$ cat config.mk
export PLATFORM = sky130hd
export DESIGN_NAME = swstore_seq_detect
export DESIGN_NICKNAME = d
export VERILOG_FILES = /design/src/rtl/swstore_pkg.sv /design/src/rtl/sqd_access_classify.sv /design/src/rtl/sqd_addr_match.sv /design/src/rtl/sqd_step_tracker.sv /design/src/rtl/swstore_seq_detect.sv
export SDC_FILE = /design/constraint.sdc
export NUM_CORES = 1
export LEC_CHECK = 0
export CORE_AREA = 5 5 42 44
export DETAILED_ROUTE_END_ITERATION = 8
export DIE_AREA = 0 0 47 49
export GPL_TIMING_DRIVEN = 0
export SLEW_MARGIN = 20
export SYNTH_ARGS = -nofsm -noshare
export SYNTH_HDL_FRONTEND = slang
export SYNTH_SLANG_ARGS = --single-unit
$ cat constraint.sdc
create_clock -name clk -period 2.9 [get_ports clk]
set_input_delay 0.725 -clock clk [delete_from_list [all_inputs] [get_ports clk]]
set_output_delay 0.725 -clock clk [all_outputs]
set_load 0.05 [all_outputs]
$ cat src/rtl/swstore_pkg.sv
package swstore_pkg;
  typedef enum logic [1:0] {
    ACC_NONE  = 2'd0,
    ACC_READ  = 2'd1,
    ACC_WRITE = 2'd2
  } acc_kind_e;
endpackage

$ cat src/rtl/sqd_access_classify.sv
module sqd_access_classify
  import swstore_pkg::*;
(
  input  logic      rd_stb,
  input  logic      wr_stb,
  input  logic      busy,
  output acc_kind_e kind
);
  // A write always wins: a cycle with both strobes counts as a write.
  always_comb begin
    kind = ACC_NONE;
    if (!busy) begin
      if (wr_stb)      kind = ACC_WRITE;
      else if (rd_stb) kind = ACC_READ;
    end
  end
endmodule

$ cat src/rtl/sqd_addr_match.sv
module sqd_addr_match #(
  parameter int ADDR_W = 11,
  parameter int SEQ_LEN = 6,
  parameter logic [SEQ_LEN*ADDR_W-1:0] SEQ_CODES = '0
) (
  input  logic [ADDR_W-1:0]  addr,
  output logic [SEQ_LEN-1:0] hit
);
  // One comparator per chain step, all working in parallel.
  for (genvar g = 0; g < SEQ_LEN; g++) begin : g_cmp
    localparam logic [ADDR_W-1:0] CODE = SEQ_CODES[g*ADDR_W +: ADDR_W];
    assign hit[g] = (addr == CODE);
  end
endmodule

$ cat src/rtl/sqd_step_tracker.sv
module sqd_step_tracker
  import swstore_pkg::*;
#(
  parameter int SEQ_LEN = 6,
  parameter int POS_W = 3
) (
  input  logic               clk,
  input  logic               rst,
  input  logic               busy,
  input  acc_kind_e          kind,
  input  logic [SEQ_LEN-1:0] hit,
  output logic [POS_W-1:0]   pos,
  output logic               fire
);
  localparam logic [POS_W-1:0] LAST = POS_W'(SEQ_LEN - 1);
  localparam logic [POS_W-1:0] ONE  = POS_W'(1);

  logic [POS_W-1:0] pos_n;
  logic             fire_n;

  always_comb begin
    pos_n  = pos;
    fire_n = 1'b0;
    if (busy) begin
      pos_n = '0;
    end else begin
      unique case (kind)
        ACC_READ: begin
          if (hit[pos]) begin
            if (pos == LAST) begin
              fire_n = 1'b1;
              pos_n  = '0;
            end else begin
              pos_n = pos + ONE;
            end
          end else begin
            // The aborting read may itself open a fresh chain.
            pos_n = hit[0] ? ONE : '0;
          end
        end
        ACC_WRITE: pos_n = '0;
        default:   pos_n = pos;
      endcase
    end
  end

  always_ff @(posedge clk) begin
    if (rst) begin
      pos  <= '0;
      fire <= 1'b0;
    end else begin
      pos  <= pos_n;
      fire <= fire_n;
    end
  end
endmodule

$ cat src/rtl/swstore_seq_detect.sv
module swstore_seq_detect
  import swstore_pkg::*;
#(
  parameter int ADDR_W = 11,
  parameter int SEQ_LEN = 6,
  parameter logic [SEQ_LEN*ADDR_W-1:0] SEQ_CODES =
    {11'h70F, 11'h0F0, 11'h7FF, 11'h2AA, 11'h555, 11'h000},
  localparam int POS_W = (SEQ_LEN > 1) ? $clog2(SEQ_LEN) : 1
) (
  input  logic              clk,
  input  logic              rst,
  input  logic              rd_stb,
  input  logic              wr_stb,
  input  logic [ADDR_W-1:0] addr,
  input  logic              busy,
  output logic              store_req,
  output logic [POS_W-1:0]  seq_pos
);
  acc_kind_e          kind;
  logic [SEQ_LEN-1:0] hit;

  sqd_access_classify u_cls (
    .rd_stb (rd_stb),
    .wr_stb (wr_stb),
    .busy   (busy),
    .kind   (kind)
  );

  sqd_addr_match #(
    .ADDR_W    (ADDR_W),
    .SEQ_LEN   (SEQ_LEN),
    .SEQ_CODES (SEQ_CODES)
  ) u_match (
    .addr (addr),
    .hit  (hit)
  );

  sqd_step_tracker #(
    .SEQ_LEN (SEQ_LEN),
    .POS_W   (POS_W)
  ) u_trk (
    .clk  (clk),
    .rst  (rst),
    .busy (busy),
    .kind (kind),
    .hit  (hit),
    .pos  (seq_pos),
    .fire (store_req)
  );
endmodule

; ---- After elaboration in Yosys (flattened, before gate mapping)
; Cells that the tools add are included.
[classes]
n_addsub = 1
n_lt_le_gt_ge = 1
n_eq_ne = 8
muxes = 10
bitwise_logic = 2
reduce_logical = 4
[op_table]
columns = operator, n
row1 = $eq 11x11->1 const B, 3
row2 = $eq 11x10->1 const B, 1
row3 = $eq 11x8->1 const B, 1
row4 = $logic_not 11->1, 1
row5 = $mux 3, 2
row6 = $pmux 3 s2, 1
row7 = $lt 3x4->1 const B, 1
row8 = $mux 1, 4
row9 = $mux 2, 2
row10 = $reduce_or 4->1, 1
row11 = $add 3x1->3 const B, 1
row12 = $bmux 1 s3, 1
row13 = $eq 3x3->1 const B, 1
row14 = $eq 2x1->1 const B, 1
row15 = $eq 2x2->1 const B, 1
row16 = $not 1->1, 2
row17 = $reduce_bool 2->1, 1
row18 = $reduce_or 2->1, 1
[totals]
register_bits = 4
inputBits = 16
output_inout_bits = 4
elab_cells = 28

; ---- Logic depth before layout (Yosys ltp)
[logic_depth]
ltp_word = 6
depth_mapped = 7
mapped_depth_nobuf = 7

; ---- By module
; A second synthesis with hierarchy kept.
[hier_totals]
hier_cells = 54
hier_area_um2 = 462.9
[modules_own_cells]
columns = mod, instances, cells_each, area_per_inst_um2, seq_area_each_um2
row1 = sqd_step_tracker, 1, 38, 325.3, 80.1
row2 = sqd_addr_match, 1, 14, 118.9, 0.0
row3 = sqd_access_classify, 1, 2, 18.8, 0.0

; ---- Least setup slack after synthesis
; Ideal clock, no wire load.
[synth_path]
path_type = input-to-reg
startpoint = in addr[8]
endpoint = reg u_trk.pos[1]
setup_ns = 0.063
arrival_ns = 2.448
required_ns = 2.837
slack_ns = 0.389
cell_stages = 5
path_buffers = 0
path_cell_list = or4_4 or4_1 a22o_1 or4_1 nand3_1
[synth_via]
elab_chain_cells = 5
word_cells_on_any_way = 10
classes_between = eq/ne (5) / mux (4) / reduce/logical (1)
[synth_lines]
columns = element, line
row1 = "start, declared", swstore_seq_detect.sv:14  ; input logic [ADDR_W-1:0] addr,
row2 = $eq 11x11->1 (tied with other cells), sqd_addr_match.sv:12  ; assign hit[g] = (addr == CODE);
row3 = $bmux 1 s3 (*), sqd_step_tracker.sv:29  ; if (hit[pos]) begin
row4 = $mux 1 (not written as such) (*), sqd_step_tracker.sv:29
row5 = $mux 3 (*), sqd_step_tracker.sv:29
row6 = $pmux 3 s2 (*), sqd_step_tracker.sv:27  ; unique case (kind)
row7 = "end signal, assigned", sqd_step_tracker.sv:52  ; pos <= pos_n;
row8 = "end, declared", sqd_step_tracker.sv:12  ; output logic [POS_W-1:0] pos,
; Every way passes the cells marked *; elsewhere a longest branch is shown, timed or not. The select of a mux whose other input is x is not followed.
; A chain may end at the register's enable or synchronous reset.

; ---- Worst setup path after layout
; Same ends and word-level chain as after synthesis.

==> results.yml <==
critical_path:
  critical_path_required_ns: 3.08
  rr_startpoint: "u_trk.pos[1]"
  worstSetupEndpointType: "register"
  rrSetupSlack_ns: 0.69
  startpoint_type: "input pin"
  crit_fanout: 3
  reg2reg_to: "u_trk.pos[1]"
  critical_path_arrival_ns: 2.97
  criticalPathCategory: "input pin to register"
  reg2reg_depth: 5
synth:
  ys_seq_area_share_pct: 20.13
  synth-seq-cells: 4
  synth.area.mux_share_pct: 0
  synthesis.area_um2: 397.9
  yosysWarnings: 0
  synth_top_family_by_area: "simple AND/OR/NAND/NOR gates"
  synth_compound_area_share_pct: 21.38
  syn_nets: 67
  ys_types: 27
  synth_simple_gate_area_share_pct: 47.17
  netlist_instances: 49
  postSynthAreaPerCell_um2: 8.120
  synthAdderAreaFrac_pct: 6.289
  synthXorXnorAreaFrac_pct: 0
power_and_ir_drop:
  p_sw_w: 0.00003983
  swShare_pct: 24.01
  irDropWorstVdd_mv: 0.1643
  seqPwrFrac_pct: 33.3
  clockPowerShare_pct: 42.8
  total_power_w: 0.0001659
  cellLeakagePower_nw: 0.2220
  p_comb_share_pct: 23.8
  p_int_w: 0.0001261
  power_density_nw_per_um2: 260.0
clock_network:
  clock_path_buffers: 2
  path_clk_slew_ns: 0.04
  numClockSinks: 4
  cts_tree: "done"
  htreeDepth: 1
  hold_buffers: 0
  insertion_delay_ns: 0.24
  root_buffer: "clkbuf_4"
  cts_made_buffers: 3
placement:
  place_congestion: 0.6617
  hpwl_um: 906.6
  numPortBuffers: 19
  dpl-instance-area_um2: 608.1
  place_inst: 84
  place_ws_ns: -0.1386
global_routing:
  grt_max_degree: 11
  grt.total_usage_pct: 9.845
  antenna_found_initial: 0
  grt_overflow: 0
  grt_pass1_wl_mm: 1.656
  grt_pass1_vias: 420
floorplan:
  die_w_um: 47
  initial_core_util_pct: 28.39
  core_um2: 1401
  rows: 14
  fp.dieArea_um2: 2303
  die_height_um: 49
  pin_count: 20
detailed_routing:
  finalWirelength_mm: 1.099
  ant_nets: 0
  vias_per_cell: 5.908
  wire_per_inst_um: 12.63
  dr.pass1.iters: 4
  drt_iter0_markers: 16
  num_vias: 514
  drc: 0
sta:
  hold_violations: 0
  relSlewSlack_pct: 66.92
  worst_slew_pin_slew_ns: 0.4947
  fin_crit_sh_pct: 96.29
  min_period_ns: 2.792
  clock.fmax_mhz: 358.1
  rsz0062_at_grt: "false"
  timing.final.ws_setup_ns: 0.1075
  fin_hold_ws_ns: 0.5555
  finalSetupViolations: 0
  fin_skew_ns: 0.002677
  slew_viol_final: 0
finish:
  drive_gt1_share_pct: 9.859
  syn2layout_area_growth_pct: 60.38
  fin_area_um2: 638.1
  nets: 91
  multi_input_area_um2: 305.3
  diodes: 0
  fillers: 156
  stdcell_count: 87
  seq_area_um2: 80.08
min_path:
  min_path_cells: 2
  hold_path_class: "register to register"
  whs_endpoint: "u_trk.fire"
  holdCritStartpoint: "u_trk.pos[2]"
run_status:
  status: "complete, no violations"
job:
  cap_violations: 0
layout by cell type (no fill, tap or decap), types with 2 or more instances in the layout:
| cell | instances |
|---|---|
| clkdlybuf4s50_1 | 19 |
| nand3_1 | 5 |
| inv_1 | 4 |
| dfxtp_1 | 4 |
| nand4_1 | 3 |
| nand2_1 | 3 |
| clkbuf_4 | 3 |
| nor3b_1 | 2 |
| nor4_1 | 2 |
| and4_1 | 2 |
| or4_4 | 2 |
| a41oi_1 | 2 |
| or4_1 | 2 |
| or3_1 | 2 |
| ha_1 | 2 |
power groups by stage:
stage | clock network [W] | logic [W] | registers [W]
global route | 0.0000792 | 0.0000428 | 0.0000552
finish | 0.0000711 | 0.0000395 | 0.0000553
global placement | 0 | 0.0000393 | 0.0000562
floorplan | 0 | 0.0000122 | 0.0000562
CTS | 0.0000726 | 0.0000395 | 0.0000553
detailed placement | 0 | 0.0000394 | 0.0000562
state kept, by name, indices dropped and copies added, names as in the netlist:
register,flops
u_trk.pos,3
u_trk.fire,1
cell type report:
class                      instances  share of cell area (%)
clock buffer                       3                   3.529
buffer                             1                  0.7843
sequential                         4                   12.55
multi-input combinational         40                   47.84
inverter                           4                   2.353
timing repair buffer              19                   29.80
tap                               16                   3.137
metrics by stage:
step | setup TNS, ns | util, %
after detailed placement | -0.1386 | 43.39
after CTS | 0 | 45.00
after global routing | 0 | 45.54
after floorplan | 0 | -
final | 0 | 45.54
after global placement | -0.1309 | 43.39
Yosys cell counts:
cell / number / area share (%)
ha_1: 2 / 6.3
nand2_1: 3 / 2.8
a41oi_1: 2 / 4.4
o41ai_1: 1 / 2.2
a22o_1: 1 / 2.2
nor4b_1: 1 / 2.2
o211a_1: 1 / 2.5
nand2b_1: 1 / 1.6
dfxtp_1: 4 / 20
or4_1: 2 / 3.8
buf_2: 1 / 1.3
o32a_1: 1 / 2.5
nand3_1: 5 / 6.3
nand4b_1: 1 / 2.2
a21o_1: 1 / 1.9
and4_1: 2 / 4.4
or3_1: 2 / 3.1
nor3b_1: 2 / 3.8
or4_4: 2 / 5.7
a211oi_1: 1 / 1.9
o211ai_1: 1 / 1.9
nor4_1: 2 / 3.1
nor2_1: 1 / 0.94
o31ai_1: 1 / 1.9
inv_1: 4 / 3.8
nand4_1: 3 / 4.7
nor4bb_1: 1 / 2.5
cell families (layout without fill, tap and decap cells):
logic type               count (synthesis)  after routing
flip-flops                               4              4
AO/OA/AOI/OAI                           10             10
adder cells (fa/ha/maj)                  2              2
AND/OR/NAND/NOR                         28             28
buffers and inverters                    5             27
what timing repair did:
item | in CTS | in global routing
gates resized for setup | 0 | 1
endpoints found under the setup margin | 0 | 1
buffers inserted | 0 | 0
worst max path at each step:
stage,from,end,slack (ns),depth (start not counted)
after floorplan,addr[8],u_trk.pos[1],0.39,5
after global placement,addr[9],u_trk.pos[1],-0.13,6
after detailed placement,addr[9],u_trk.pos[1],-0.14,6
after CTS,addr[9],u_trk.pos[1],0.11,6
after global routing,addr[8],u_trk.pos[1],0.03,6
final,addr[8],u_trk.pos[1],0.11,6
worst max-delay path: stages:
cell and delay, ns:
clkdlybuf4s50_1 0.41, or4_4 0.55, or4_1 0.45, a22o_1 0.24, or4_1 0.51, nand3_1 0.09
layer usage:
layer | wire, um | GRT usage, % | part of all wire (%) | up-vias
met2 | 534 | 15.38 | 49 | 17
li1 | - | - | - | 248
met5 | 0 | 0 | 0 | -
met4 | 29 | 6.912 | 2.6 | 0
met3 | 79 | 2.214 | 7.2 | 5
met1 | 456 | 11.16 | 41 | 244
(Power assumes the default switching activity.)
